[config.mk]
export PLATFORM = sky130hd
export DESIGN_NAME = spc_cache
export DESIGN_NICKNAME = d
export VERILOG_FILES = /design/src/rtl/spc_pkg.sv /design/src/rtl/spc_lfsr.sv /design/src/rtl/spc_bank.sv /design/src/rtl/spc_cache.sv
export SDC_FILE = /design/constraint.sdc
export NUM_CORES = 1
export LEC_CHECK = 0
export BUFFER_PORTS_ARGS = -buffer_cell sky130_fd_sc_hd__buf_2
export CORE_MARGIN = 2
export CORE_UTILIZATION = 44
export DETAILED_ROUTE_END_ITERATION = 6
export GPL_ROUTABILITY_DRIVEN = 0
export PLACE_DENSITY = 0.68
export SYNTH_ARGS = -nofsm -noshare
export SYNTH_HDL_FRONTEND = slang
export SYNTH_SLANG_ARGS = --single-unit
[constraint.sdc]
create_clock -name clk -period 4.8 [get_ports clk]
set_input_delay 0.24 -clock clk [delete_from_list [all_inputs] [get_ports clk]]
set_output_delay 0.24 -clock clk [all_outputs]
set_load 0.03 [all_outputs]
[src/rtl/spc_pkg.sv]
package spc_pkg;
  typedef enum logic {
    OP_READ  = 1'b0,
    OP_FLUSH = 1'b1
  } spc_op_e;

  typedef enum logic [1:0] {
    ST_IDLE,
    ST_MISS,
    ST_RESP
  } spc_state_e;

  localparam logic PID_ATTACK = 1'b0;
  localparam logic PID_VICTIM = 1'b1;
endpackage

[src/rtl/spc_lfsr.sv]
module spc_lfsr #(
  parameter int          W    = 16,
  parameter logic [15:0] TAPS = 16'hB400,
  parameter logic [15:0] SEED = 16'hACE1
) (
  input  logic         clk,
  input  logic         rst_n,
  output logic [W-1:0] value
);
  logic [W-1:0] q;

  always_ff @(posedge clk) begin
    if (!rst_n) q <= SEED[W-1:0];
    else        q <= {1'b0, q[W-1:1]} ^ (q[0] ? TAPS[W-1:0] : '0);
  end

  assign value = q;


  lfsr_nonzero_chk: assert property (@(posedge clk) disable iff (!rst_n)
    q != '0);
endmodule

[src/rtl/spc_bank.sv]
module spc_bank #(
  parameter int NSETS  = 4,
  parameter int WPP    = 2,
  parameter int TAG_W  = 10,
  parameter int DATA_W = 32,
  localparam int SET_W = $clog2(NSETS),
  localparam int WAY_W = $clog2(WPP)
) (
  input  logic              clk,
  input  logic              rst_n,
  input  logic [SET_W-1:0]  lk_set,
  input  logic [TAG_W-1:0]  lk_tag,
  output logic              lk_hit,
  output logic [WAY_W-1:0]  lk_way,
  output logic [DATA_W-1:0] lk_data,
  output logic [WAY_W-1:0]  repl_way,
  output logic [WPP-1:0]    valid_vec,
  input  logic [WAY_W-1:0]  wr_way,
  input  logic              fill_en,
  input  logic [DATA_W-1:0] fill_data,
  input  logic              touch_en,
  input  logic              inval_en
);
  logic              valid_q [NSETS][WPP];
  logic [TAG_W-1:0]  tag_q   [NSETS][WPP];
  logic [DATA_W-1:0] data_q  [NSETS][WPP];
  logic [WAY_W-1:0]  age_q   [NSETS][WPP];
  logic [WPP-1:0]    match;

  for (genvar w = 0; w < WPP; w++) begin : g_cmp
    assign match[w]     = valid_q[lk_set][w] && (tag_q[lk_set][w] == lk_tag);
    assign valid_vec[w] = valid_q[lk_set][w];
  end

  assign lk_hit  = |match;
  assign lk_data = data_q[lk_set][lk_way];

  always_comb begin
    lk_way = '0;
    for (int w = 0; w < WPP; w++)
      if (match[w]) lk_way = WAY_W'(w);
  end

  // Lowest invalid way first, otherwise the oldest way.
  always_comb begin
    repl_way = '0;
    for (int w = 0; w < WPP; w++)
      if (age_q[lk_set][w] == WAY_W'(WPP - 1)) repl_way = WAY_W'(w);
    for (int w = WPP - 1; w >= 0; w--)
      if (!valid_q[lk_set][w]) repl_way = WAY_W'(w);
  end

  always_ff @(posedge clk) begin
    if (!rst_n) begin
      for (int s = 0; s < NSETS; s++)
        for (int w = 0; w < WPP; w++) begin
          valid_q[s][w] <= 1'b0;
          age_q[s][w]   <= WAY_W'(w);
        end
    end else begin
      if (fill_en) valid_q[lk_set][wr_way] <= 1'b1;
      if (inval_en) valid_q[lk_set][wr_way] <= 1'b0;
      if (fill_en || touch_en) begin
        for (int w = 0; w < WPP; w++) begin
          if (WAY_W'(w) == wr_way)
            age_q[lk_set][w] <= '0;
          else if (age_q[lk_set][w] < age_q[lk_set][wr_way])
            age_q[lk_set][w] <= age_q[lk_set][w] + 1'b1;
        end
      end
    end
  end

  always_ff @(posedge clk) begin
    if (fill_en) begin
      tag_q[lk_set][wr_way]  <= lk_tag;
      data_q[lk_set][wr_way] <= fill_data;
    end
  end


  one_write_chk: assert property (@(posedge clk) disable iff (!rst_n)
    $onehot0({fill_en, touch_en, inval_en}));


  no_dup_tag_chk: assert property (@(posedge clk) disable iff (!rst_n)
    $onehot0(match));
endmodule

[src/rtl/spc_cache.sv]
module spc_cache
  import spc_pkg::*;
#(
  parameter int NSETS    = 4,
  parameter int WPP      = 2,
  parameter int ADDR_W   = 12,
  parameter int DATA_W   = 32,
  parameter int MISS_LAT = 8,
  parameter int MASK_W   = 8
) (
  input  logic              clk,
  input  logic              rst_n,
  input  logic              req_valid,
  output logic              req_ready,
  input  logic              req_pid,
  input  logic              req_op,
  input  logic [ADDR_W-1:0] req_addr,
  output logic              rsp_valid,
  input  logic              rsp_ready,
  output logic [DATA_W-1:0] rsp_data,
  output logic              rsp_hit,
  output logic              mem_req,
  output logic [ADDR_W-1:0] mem_addr,
  input  logic [DATA_W-1:0] mem_rdata,
  input  logic              noise_en,
  input  logic [MASK_W-1:0] noise_mask
);
  localparam int SET_W = $clog2(NSETS);
  localparam int TAG_W = ADDR_W - SET_W;
  localparam int WAY_W = $clog2(WPP);
  localparam int CNT_W = $clog2(MISS_LAT);
  localparam int LFSR_W = 16;

  spc_state_e        state_q;
  logic [CNT_W-1:0]  cnt_q;
  logic              pid_q;
  logic [ADDR_W-1:0] addr_q;
  logic              copy_q;
  logic [DATA_W-1:0] copy_data_q;
  logic [DATA_W-1:0] rsp_data_q;
  logic              rsp_hit_q;

  logic              cur_pid;
  logic [ADDR_W-1:0] cur_addr;
  logic [SET_W-1:0]  cur_set;
  logic [TAG_W-1:0]  cur_tag;
  logic              accept, own_hit, oth_hit, noise_fire;
  logic [LFSR_W-1:0] lfsr;
  logic [WAY_W-1:0]  noise_way;
  logic [DATA_W-1:0] fill_data;

  logic [1:0]        b_hit, b_fill, b_touch, b_inval;
  logic [WAY_W-1:0]  b_way  [2];
  logic [WAY_W-1:0]  b_repl [2];
  logic [WAY_W-1:0]  b_wway [2];
  logic [DATA_W-1:0] b_data [2];
  logic [WPP-1:0]    b_vld  [2];

  spc_lfsr #(.W(LFSR_W)) u_lfsr (
    .clk   (clk),
    .rst_n (rst_n),
    .value (lfsr)
  );

  assign req_ready = (state_q == ST_IDLE);
  assign accept    = req_valid && req_ready;
  assign cur_pid   = (state_q == ST_IDLE) ? req_pid : pid_q;
  assign cur_addr  = (state_q == ST_IDLE) ? req_addr : addr_q;
  assign cur_set   = cur_addr[SET_W-1:0];
  assign cur_tag   = cur_addr[ADDR_W-1:SET_W];
  assign own_hit   = b_hit[cur_pid];
  assign oth_hit   = b_hit[~cur_pid];
  assign fill_data = copy_q ? copy_data_q : mem_rdata;

  // index 0: attacker ways, index 1: victim ways
  for (genvar b = 0; b < 2; b++) begin : g_bank
    spc_bank #(
      .NSETS  (NSETS),
      .WPP    (WPP),
      .TAG_W  (TAG_W),
      .DATA_W (DATA_W)
    ) u_bank (
      .clk       (clk),
      .rst_n     (rst_n),
      .lk_set    (cur_set),
      .lk_tag    (cur_tag),
      .lk_hit    (b_hit[b]),
      .lk_way    (b_way[b]),
      .lk_data   (b_data[b]),
      .repl_way  (b_repl[b]),
      .valid_vec (b_vld[b]),
      .wr_way    (b_wway[b]),
      .fill_en   (b_fill[b]),
      .fill_data (fill_data),
      .touch_en  (b_touch[b]),
      .inval_en  (b_inval[b])
    );
  end

  assign noise_fire = noise_en && ((lfsr[MASK_W-1:0] & noise_mask) == '0);

  always_comb begin
    noise_way = lfsr[MASK_W +: WAY_W];
    if (!b_vld[PID_VICTIM][noise_way]) begin
      noise_way = '0;
      for (int w = WPP - 1; w >= 0; w--)
        if (b_vld[PID_VICTIM][w]) noise_way = WAY_W'(w);
    end
  end

  always_comb begin
    for (int b = 0; b < 2; b++) begin
      b_fill[b]  = 1'b0;
      b_touch[b] = 1'b0;
      b_inval[b] = 1'b0;
      b_wway[b]  = b_way[b];
      if (accept && (cur_pid == 1'(b)) && own_hit) begin
        if (req_op == OP_READ) b_touch[b] = 1'b1;
        else                   b_inval[b] = 1'b1;
      end
      if ((state_q == ST_MISS) && (cnt_q == '0) && (pid_q == 1'(b))) begin
        b_fill[b] = 1'b1;
        b_wway[b] = b_repl[b];
      end
      if ((1'(b) == PID_VICTIM) && (state_q == ST_RESP) && rsp_ready &&
          noise_fire && (|b_vld[b])) begin
        b_inval[b] = 1'b1;
        b_wway[b]  = noise_way;
      end
    end
  end

  always_ff @(posedge clk) begin
    if (!rst_n) begin
      state_q     <= ST_IDLE;
      cnt_q       <= '0;
      pid_q       <= 1'b0;
      addr_q      <= '0;
      copy_q      <= 1'b0;
      copy_data_q <= '0;
      rsp_data_q  <= '0;
      rsp_hit_q   <= 1'b0;
    end else begin
      case (state_q)
        ST_IDLE: if (accept) begin
          pid_q  <= req_pid;
          addr_q <= req_addr;
          if (req_op == OP_FLUSH) begin
            rsp_hit_q  <= own_hit;
            rsp_data_q <= '0;
            state_q    <= ST_RESP;
          end else if (own_hit) begin
            rsp_hit_q  <= 1'b1;
            rsp_data_q <= b_data[cur_pid];
            state_q    <= ST_RESP;
          end else begin
            copy_q      <= oth_hit;
            copy_data_q <= b_data[~cur_pid];
            cnt_q       <= CNT_W'(MISS_LAT - 2);
            state_q     <= ST_MISS;
          end
        end
        ST_MISS: begin
          if (cnt_q == '0) begin
            rsp_hit_q  <= 1'b0;
            rsp_data_q <= fill_data;
            state_q    <= ST_RESP;
          end else begin
            cnt_q <= cnt_q - 1'b1;
          end
        end
        ST_RESP: if (rsp_ready) state_q <= ST_IDLE;
        default: state_q <= ST_IDLE;
      endcase
    end
  end

  assign rsp_valid = (state_q == ST_RESP);
  assign rsp_data  = rsp_data_q;
  assign rsp_hit   = rsp_hit_q;
  assign mem_req   = (state_q == ST_MISS) && !copy_q;
  assign mem_addr  = addr_q;


  rsp_hold_chk: assert property (@(posedge clk) disable iff (!rst_n)
    rsp_valid && !rsp_ready |=> rsp_valid && $stable(rsp_data) && $stable(rsp_hit));


  busy_block_chk: assert property (@(posedge clk) disable iff (!rst_n)
    rsp_valid |-> !req_ready);


  hit_next_chk: assert property (@(posedge clk) disable iff (!rst_n)
    accept && (req_op == OP_READ) && own_hit |=> rsp_valid && rsp_hit);


  mem_end_chk: assert property (@(posedge clk) disable iff (!rst_n)
    $fell(mem_req) |-> rsp_valid);


  mem_addr_chk: assert property (@(posedge clk) disable iff (!rst_n)
    mem_req |=> !mem_req || $stable(mem_addr));


  copy_quiet_chk: assert property (@(posedge clk) disable iff (!rst_n)
    accept && (req_op == OP_READ) && !own_hit && oth_hit |=> !mem_req);


  attacker_safe_chk: assert property (@(posedge clk) disable iff (!rst_n)
    b_inval[PID_ATTACK] |-> accept && (req_op == OP_FLUSH));
endmodule

Yosys cells after proc, flatten, opt, wreduce, memory -nomap -nowiden. Memories as Yosys holds them, arrays and structs flattened. Index checks and enable logic that the tools add are counted.

Register bits after elaboration: 100. Latch bits: 0. Memory bits (writable): 704. Bits in read-only memories: 0. Bits of input ports: 59. Output and inout bits: 48. Word-level logic and storage cells: 265. Memories kept: 8.

$add $sub $neg: 5. Multipliers: 0. Divide/modulo/power cells: 0. Order comparisons: 15. Eq/ne operators: 13. Shift operators: 0. Mux-type cells: 157. Bitwise gates (word level): 20. Reduce and logical (&&, ||, !) cells: 38.

Memories: g_bank[0].u_bank.data_q (words 4, width 64, read ports 1, clocked after memory_dff 0, write ports 1, RTL line spc_bank.sv:26) `logic [DATA_W-1:0] data_q [NSETS][WPP];`; g_bank[1].u_bank.data_q (words 4, width 64, read ports 1, clocked after memory_dff 0, write ports 1, RTL line spc_bank.sv:26); g_bank[0].u_bank.tag_q (words 4, width 20, read ports 1, clocked after memory_dff 0, write ports 1, RTL line spc_bank.sv:25) `logic [TAG_W-1:0] tag_q [NSETS][WPP];`; g_bank[1].u_bank.tag_q (words 4, width 20, read ports 1, clocked after memory_dff 0, write ports 1, RTL line spc_bank.sv:25); g_bank[0].u_bank.age_q (words 4, width 2, read ports 1, clocked after memory_dff 0, write ports 4, RTL line spc_bank.sv:27) `logic [WAY_W-1:0] age_q [NSETS][WPP];`; g_bank[0].u_bank.valid_q (words 4, width 2, read ports 1, clocked after memory_dff 0, write ports 4, RTL line spc_bank.sv:24) `logic valid_q [NSETS][WPP];`; +2 memories.

Operators by type and width (number): 32-bit 2-to-1 mux (19); 64-bit 2-to-1 mux (2); 1-bit 2-to-1 mux (95); 32-bit demux with 1-bit select (2); 32-bit case mux with 2 select lines (1); 2-bit 2-to-1 mux (21); 10-bit == test (4); 20-bit 2-to-1 mux (2); 10-bit demux with 1-bit select (2); 10-bit 2-to-1 mux (2); 1-bit logical AND (19); 16-bit 2-to-1 mux (1); 15-bit by 16-bit XOR with 16-bit output (1); 2-bit OR reduction (7); 2-bit greater-or-equal comparator (second input constant) (6); 12-bit 2-to-1 mux (1); 3-bit 2-to-1 mux (4); 1-bit inverter with 2-bit output (6); 8-bit AND (1); 8-bit zero test (1); 2-bit inequality test (second input constant) (4); 1-bit OR (8); 4-bit AND reduction (2); 1-bit by 2-bit < comparator with 1-bit output (second input constant) (3); 21 further kinds (34).

Depth between registers and ports, before layout. An unclocked memory read counts as a cell.

Depth after elaboration: 21. Mapped depth: 16. Mapped depth without buffers: 12.

Modules after synthesis. From an unflattened synthesis, not the netlist that was laid out.

Cells, all modules: 1904. Area, all modules: 33701.1 µm².

Modules (own cells, without submodules): spc_bank at g_bank[1].u_bank (instances 1, cells each 624, area each 13932.1 µm², seq. area each 10540.1 µm²); spc_bank at g_bank[0].u_bank (instances 1, cells each 595, area each 13787.0 µm², seq. area each 10540.1 µm²); spc_cache (instances 1, cells each 649, area each 5529.1 µm², seq. area each 1681.6 µm²); spc_lfsr (instances 1, cells each 36, area each 452.9 µm², seq. area each 320.3 µm²).

Worst setup path after synthesis. No wires, ideal clock.

Kind: reg-to-reg. Start point: reg state_q[1]. End point: mem g_bank[0].u_bank.data_q[0][32] in the netlist's numbering (enable). Setup time: 442 ps. Data arrival time: 4599 ps. Data required time: 4358 ps. Path slack: -241 ps. Cell stages (with the launch flop): 13. Path buffers: 8. Period minus slack after synthesis: 5041 ps. Path through: dfxtp_1 buf_2 o21a_2 nor2_2 buf_6 buf_6 clkbuf_1 clkbuf_1 clkbuf_1 buf_1 nand2_1 clkbuf_1 nor2_1.

Word-level cells in the longest chain between the ends: 13. Elaborated cells between the ends (all ways): 24. Those cells by class: order compare (2); eq/ne (2); mux (11); bitwise (1); reduce/logical (5); memory (3).

Ends and longest elaborated chain: from (decl) (RTL line spc_cache.sv:34) `spc_state_e state_q;`; from (signal assigned) (RTL line spc_cache.sv:135) `state_q <= ST_IDLE;`; from (signal assigned) (RTL line spc_cache.sv:151) `state_q <= ST_RESP;`; from (signal assigned) (RTL line spc_cache.sv:155) `state_q <= ST_RESP;`; 2-bit zero test (RTL line spc_cache.sv:68) `assign cur_addr = (state_q == ST_IDLE) ? req_addr : addr_q;`; 12-bit 2-to-1 mux (RTL line spc_cache.sv:68); memory read 4 x 20 bit / memory read 4 x 2 bit (equally long branches); 10-bit == test / 1-bit 2-to-1 mux (equally long branches) (RTL line spc_bank.sv:31, spc_bank.sv:48); 1-bit logical AND / 1-bit 2-to-1 mux (equally long branches) (RTL line spc_bank.sv:31, spc_bank.sv:50); 1-bit 2-to-1 mux, on equally long branches (RTL line spc_bank.sv:41, spc_bank.sv:50); 1-bit 2-to-1 mux (RTL line spc_cache.sv:121) `if ((state_q == ST_MISS) && (cnt_q == '0) && (pid_q == 1'(b))) begin`; 1-bit inverter with 2-bit output (not written as such) (RTL line spc_bank.sv:77) `data_q[lk_set][wr_way] <= fill_data;`; 2-bit greater-or-equal comparator (not written as such) / 2-bit by 1-bit < comparator with 1-bit output (equally long branches) (RTL line spc_bank.sv:77); 1-bit logical AND (not written as such) (RTL line spc_bank.sv:77); 32-bit 2-to-1 mux (not written as such) (RTL line spc_bank.sv:77); 32-bit demux with 1-bit select (RTL line spc_bank.sv:77); 64-bit 2-to-1 mux (not written as such) (RTL line spc_bank.sv:77); to (decl) (RTL line spc_bank.sv:26).

Parallel ways exist; a longest one is shown, timed or not.

Final worst setup path.
Start point: reg state_q[1]. End point: reg copy_data_q[30].

Word-level cells in the longest chain between the ends: 13. Elaborated cells between the ends (all ways): 39. Those cells by class: eq/ne (4); mux (15); bitwise (5); reduce/logical (9); memory (6).

Ends and longest elaborated chain: 2-bit zero test *; 12-bit 2-to-1 mux (RTL line spc_cache.sv:68); memory read 4 x 20 bit; 10-bit == test (RTL line spc_bank.sv:31) `assign match[w] = valid_q[lk_set][w] && (tag_q[lk_set][w] == lk_tag);`; 1-bit logical AND (RTL line spc_bank.sv:31); 1-bit 2-to-1 mux (RTL line spc_bank.sv:41) `if (match[w]) lk_way = WAY_W'(w);`; 1-bit inverter with 2-bit output (not written as such) (RTL line spc_bank.sv:36) `assign lk_data = data_q[lk_set][lk_way];`; 32-bit 2-to-1 mux (not written as such) (3 in series) (RTL line spc_bank.sv:36); 32-bit 2-to-1 mux (not written as such) (3 in series) (RTL line spc_cache.sv:158) `copy_data_q <= b_data[~cur_pid];`; to (signal assigned) (RTL line spc_cache.sv:158); to (decl) (RTL line spc_cache.sv:39) `logic [DATA_W-1:0] copy_data_q;`.

Every way passes the cells marked *; elsewhere a longest branch is shown, timed or not. The select of a mux whose other input is x is not followed. A chain may end at the register's enable or synchronous reset.

==> flow_summary.yaml <==
run_status:
  outcome: "finished, final reports clean"
drt:
  firstDrtPassIters: 5
  routedWlPerCell_um: 23.4
  drt_drc_violations_left: 0
  wl_met2_um: 43100
  ant_nets: 0
  drt-vias-per-instance: 5.92
  dr_total_vias: 23709
  drt-met1-wl_um: 38700
  drtIter0Drc: 2513
  met3_length_um: 8890
  dr.max_layer_used: "met4"
  finalWirelength_um: 93600
placed_design:
  io_buffers: 106
  hpwlAfterDp_um: 53200
worst_setup_path:
  crit_path_end_kind: "register"
  cp-start-kind: "register"
  crit_slowest_cell: "a2111o_2"
  path_common_cell: "mux2_2"
  critPathLaunch: "state_q[1]$_SDFFE_PN0P_"
  slowest_delay_ps: 660
  cp.buffers_inverters: 2
  cp.depth: 12
  crit_arrival_ps: 5200
  cp_max_fo: 19
  ff2ff_path_depth: 12
  cp.required_ps: 5370
  r2r_setup_slack_ps: 170
  cp_top_family: "compound AO/OA/AOI/OAI gates"
  crit_type: "reg -> reg"
  r2r-end: "copy_data_q[30]$_SDFFE_PN0P_"
  worstSetupEndpoint: "copy_data_q[30]$_SDFFE_PN0P_"
  r2r_start: "state_q[1]$_SDFFE_PN0P_"
  cp_cell_sequence: "or2_1 > inv_6 > mux2_2 > and4_1 > nor4_1 > o221ai_1 > a2111o_2 > buf_12 > mux2_2 > nor2_1 > a2111oi_0 > o21a_1"
floorplan:
  initial_core_util_pct: 44.5
  coreArea_um2: 77500
  die_h_um: 284
  die_w_um: 284
  row_count: 102
  io_pins: 107
  die_area_um2: 80600
flow_run:
  maxCapViolations: 0
yosys:
  async_reset_ff_share_pct: 0
  yosys.area.top_type: "edfxtp_1"
  synthFlopType: "edfxtp_1"
  yosysWarnings: 0
  seq_area_frac_synth_pct: 67.0
  synth_edf_count: 698
  syn_area_um2: 34500
  avgSynthCellArea_um2: 12.4
  synth_cells: 2781
  postSynthNetCount: 2842
  synth_cell_type_count: 76
  ys_ff_latch: 804
  synthTopCellsByArea: "edfxtp_1 (61%), nand2_1 (6.6%), dfxtp_1 (6.2%)"
  synth_top_cell_area_share_pct: 60.8
power:
  leakage_nw: 14.0
  swShare_pct: 25.8
  intPower_mw: 12.1
  p_clk_share_pct: 38.4
  p_per_area_nw_per_um2: 411
  ir_worst_vdd_uv: 289
  seqPwrFrac_pct: 48.1
  combPwrFrac_pct: 13.5
  power.switching_mw: 4.19
  power.total_mw: 16.3
timing:
  tightest_slew_ps: 1100
  rsz0062_at_grt: "no"
  post-route-min-period_ps: 4630
  clock.fmax_ghz: 0.216
  finalSetupViolations: 0
  period_share_pct: 96.4
  setup_tns_ps: 0
  drv_slew: 0
  hold_viol: 0
  skew_ps: 37.7
  maxSlewHeadroom_pct: 25.4
grt:
  grt_antenna_before_repair: 2
  track_usage_pct: 22.7
  grt-ovfl-total: 0
  grt_pass1_vias: 22989
  grt_max_degree: 145
  grt_pass1_wl_um: 141000
worst_hold_path:
  hold_path.class: "in -> reg"
final_layout:
  final_cell_mix: "edfxtp_1 (698), nand2_1 (606), and3_1 (156)"
  nets: 2957
  final_common_cell: "edfxtp_1"
  num_antenna_cells: 0
  layout-drive-gt1-share_pct: 15.2
  n_fill_cell: 6454
  syn_to_final_growth_pct: 14.6
cts:
  cts_sinks: 804
  cts_buffers: 82
  cts.path.max_buffers: 3
  htreeDepth: 3
  clk_root_buffer_cell: "clkbuf_16"
  clk_latency_ps: 650
  clk_pin_slew_worst_paths_ps: 60
  cts_tree: "yes"
## worst register-to-register path, stage by stage (launching register included)
cell and delay (ps):
dfxtp_1 400, or2_1 410, inv_6 260, mux2_2 550, and4_1 230, nor4_1 460
o221ai_1 330, a2111o_2 660, buf_12 280, mux2_2 270, nor2_1 40, a2111oi_0 530
o21a_1 160
## cell families after synthesis
kind of cell             count (synthesis)  share of synthesized area (%)
adder cells (fa/ha/maj)                  2                         0.0726
AND/OR/NAND/NOR                       1067                           14.1
buffers and inverters                  208                           2.59
AO/OA/AOI/OAI                          494                           10.0
multiplexers                           165                           5.19
flip-flops                             804                           67.0
XOR/XNOR                                41                           1.04
## stage by stage
step                instances  setup WS, ps  hold WS (ps)  util [%]  area (µm²)
detailed placement       3839           213           396      47.4       36700
finish                   4005           173          50.3      51.0       39500
floorplan                2781          -241           376         -       34500
global route             4005          22.2          47.5      51.0       39500
CTS                      4005           239          22.7      51.0       39500
global placement         3839           374           396      47.4       36700
## power by group through the flow
stage | clock network [mW] | registers, mW | logic, mW
floorplan | 0 | 8.02 | 1.38
global placement | 0 | 7.96 | 2.09
detailed placement | 0 | 7.96 | 2.14
CTS | 6.32 | 7.81 | 2.16
global route | 6.61 | 7.82 | 2.36
finish | 6.25 | 7.82 | 2.19
## metal layers
layer | vias to the layer above | track usage (%)
met3 | 208 | 4.48
met5 | - | 0
li1 | 10532 | -
met4 | 0 | 8.00
met2 | 1164 | 35.5
met1 | 11805 | 31.7
## layout make-up
type | count | area, µm² | share of cell area (%)
Sequential cell | 804 | 23100 | 58.4
Multi-Input combinational cell | 1769 | 10700 | 27.0
Clock buffer | 119 | 2280 | 5.78
Timing Repair Buffer | 222 | 1750 | 4.43
Tap cell | 1040 | 1300 | 3.29
Clock inverter | 34 | 349 | 0.884
Inverter | 17 | 68.8 | 0.174
## state kept, by name (all words and copies together), names as in the netlist, 2 cells and up
name / count
g_bank.u_bank.tag_q: 160
state_q: 2
copy_data_q: 32
mem_addr: 12
g_bank.u_bank.valid_q: 16
g_bank.u_bank.age_q: 16
g_bank.u_bank.data_q: 512
u_lfsr.value: 16
rsp_data: 32
cnt_q: 3
## Yosys cell counts (41+ instances only)
cell	number
nand2b_1	46
dfxtp_1	106
a21oi_1	48
o21ai_0	67
clkbuf_1	135
mux2_2	70
nand2_1	608
edfxtp_1	698
a211oi_1	47
a31oi_1	135
and3_1	156
nand3_1	47
xnor2_1	41
nor2_1	110
mux2i_1	89
## what timing repair did
item | CTS | global route
buffers inserted | 0 | 0
setup endpoints to repair | 0 | 27
hold buffers | 13 | 0
gates resized for setup | 0 | 1
hold endpoints to repair | 13 | 0
## worst min-delay path by stage
stage | start | endpoint | slack, ps | cells past startpoint
2_1_floorplan | req_addr[0] | mem_addr[0]$_SDFFE_PN0P_ | 380 | 2
3_3_place_gp | u_lfsr.value[12]$_SDFF_PN0_ | u_lfsr.value[11]$_SDFF_PN1_ | 400 | 1
3_5_place_dp | u_lfsr.value[12]$_SDFF_PN0_ | u_lfsr.value[11]$_SDFF_PN1_ | 400 | 1
4_1_cts | req_op | rsp_hit$_SDFFE_PN0P_ | 20 | 3
5_1_grt | req_valid | state_q[0]$_SDFFE_PN0P_ | 50 | 3
6_report | req_op | rsp_hit$_SDFFE_PN0P_ | 50 | 3
Power figures use the tool's default switching activity.
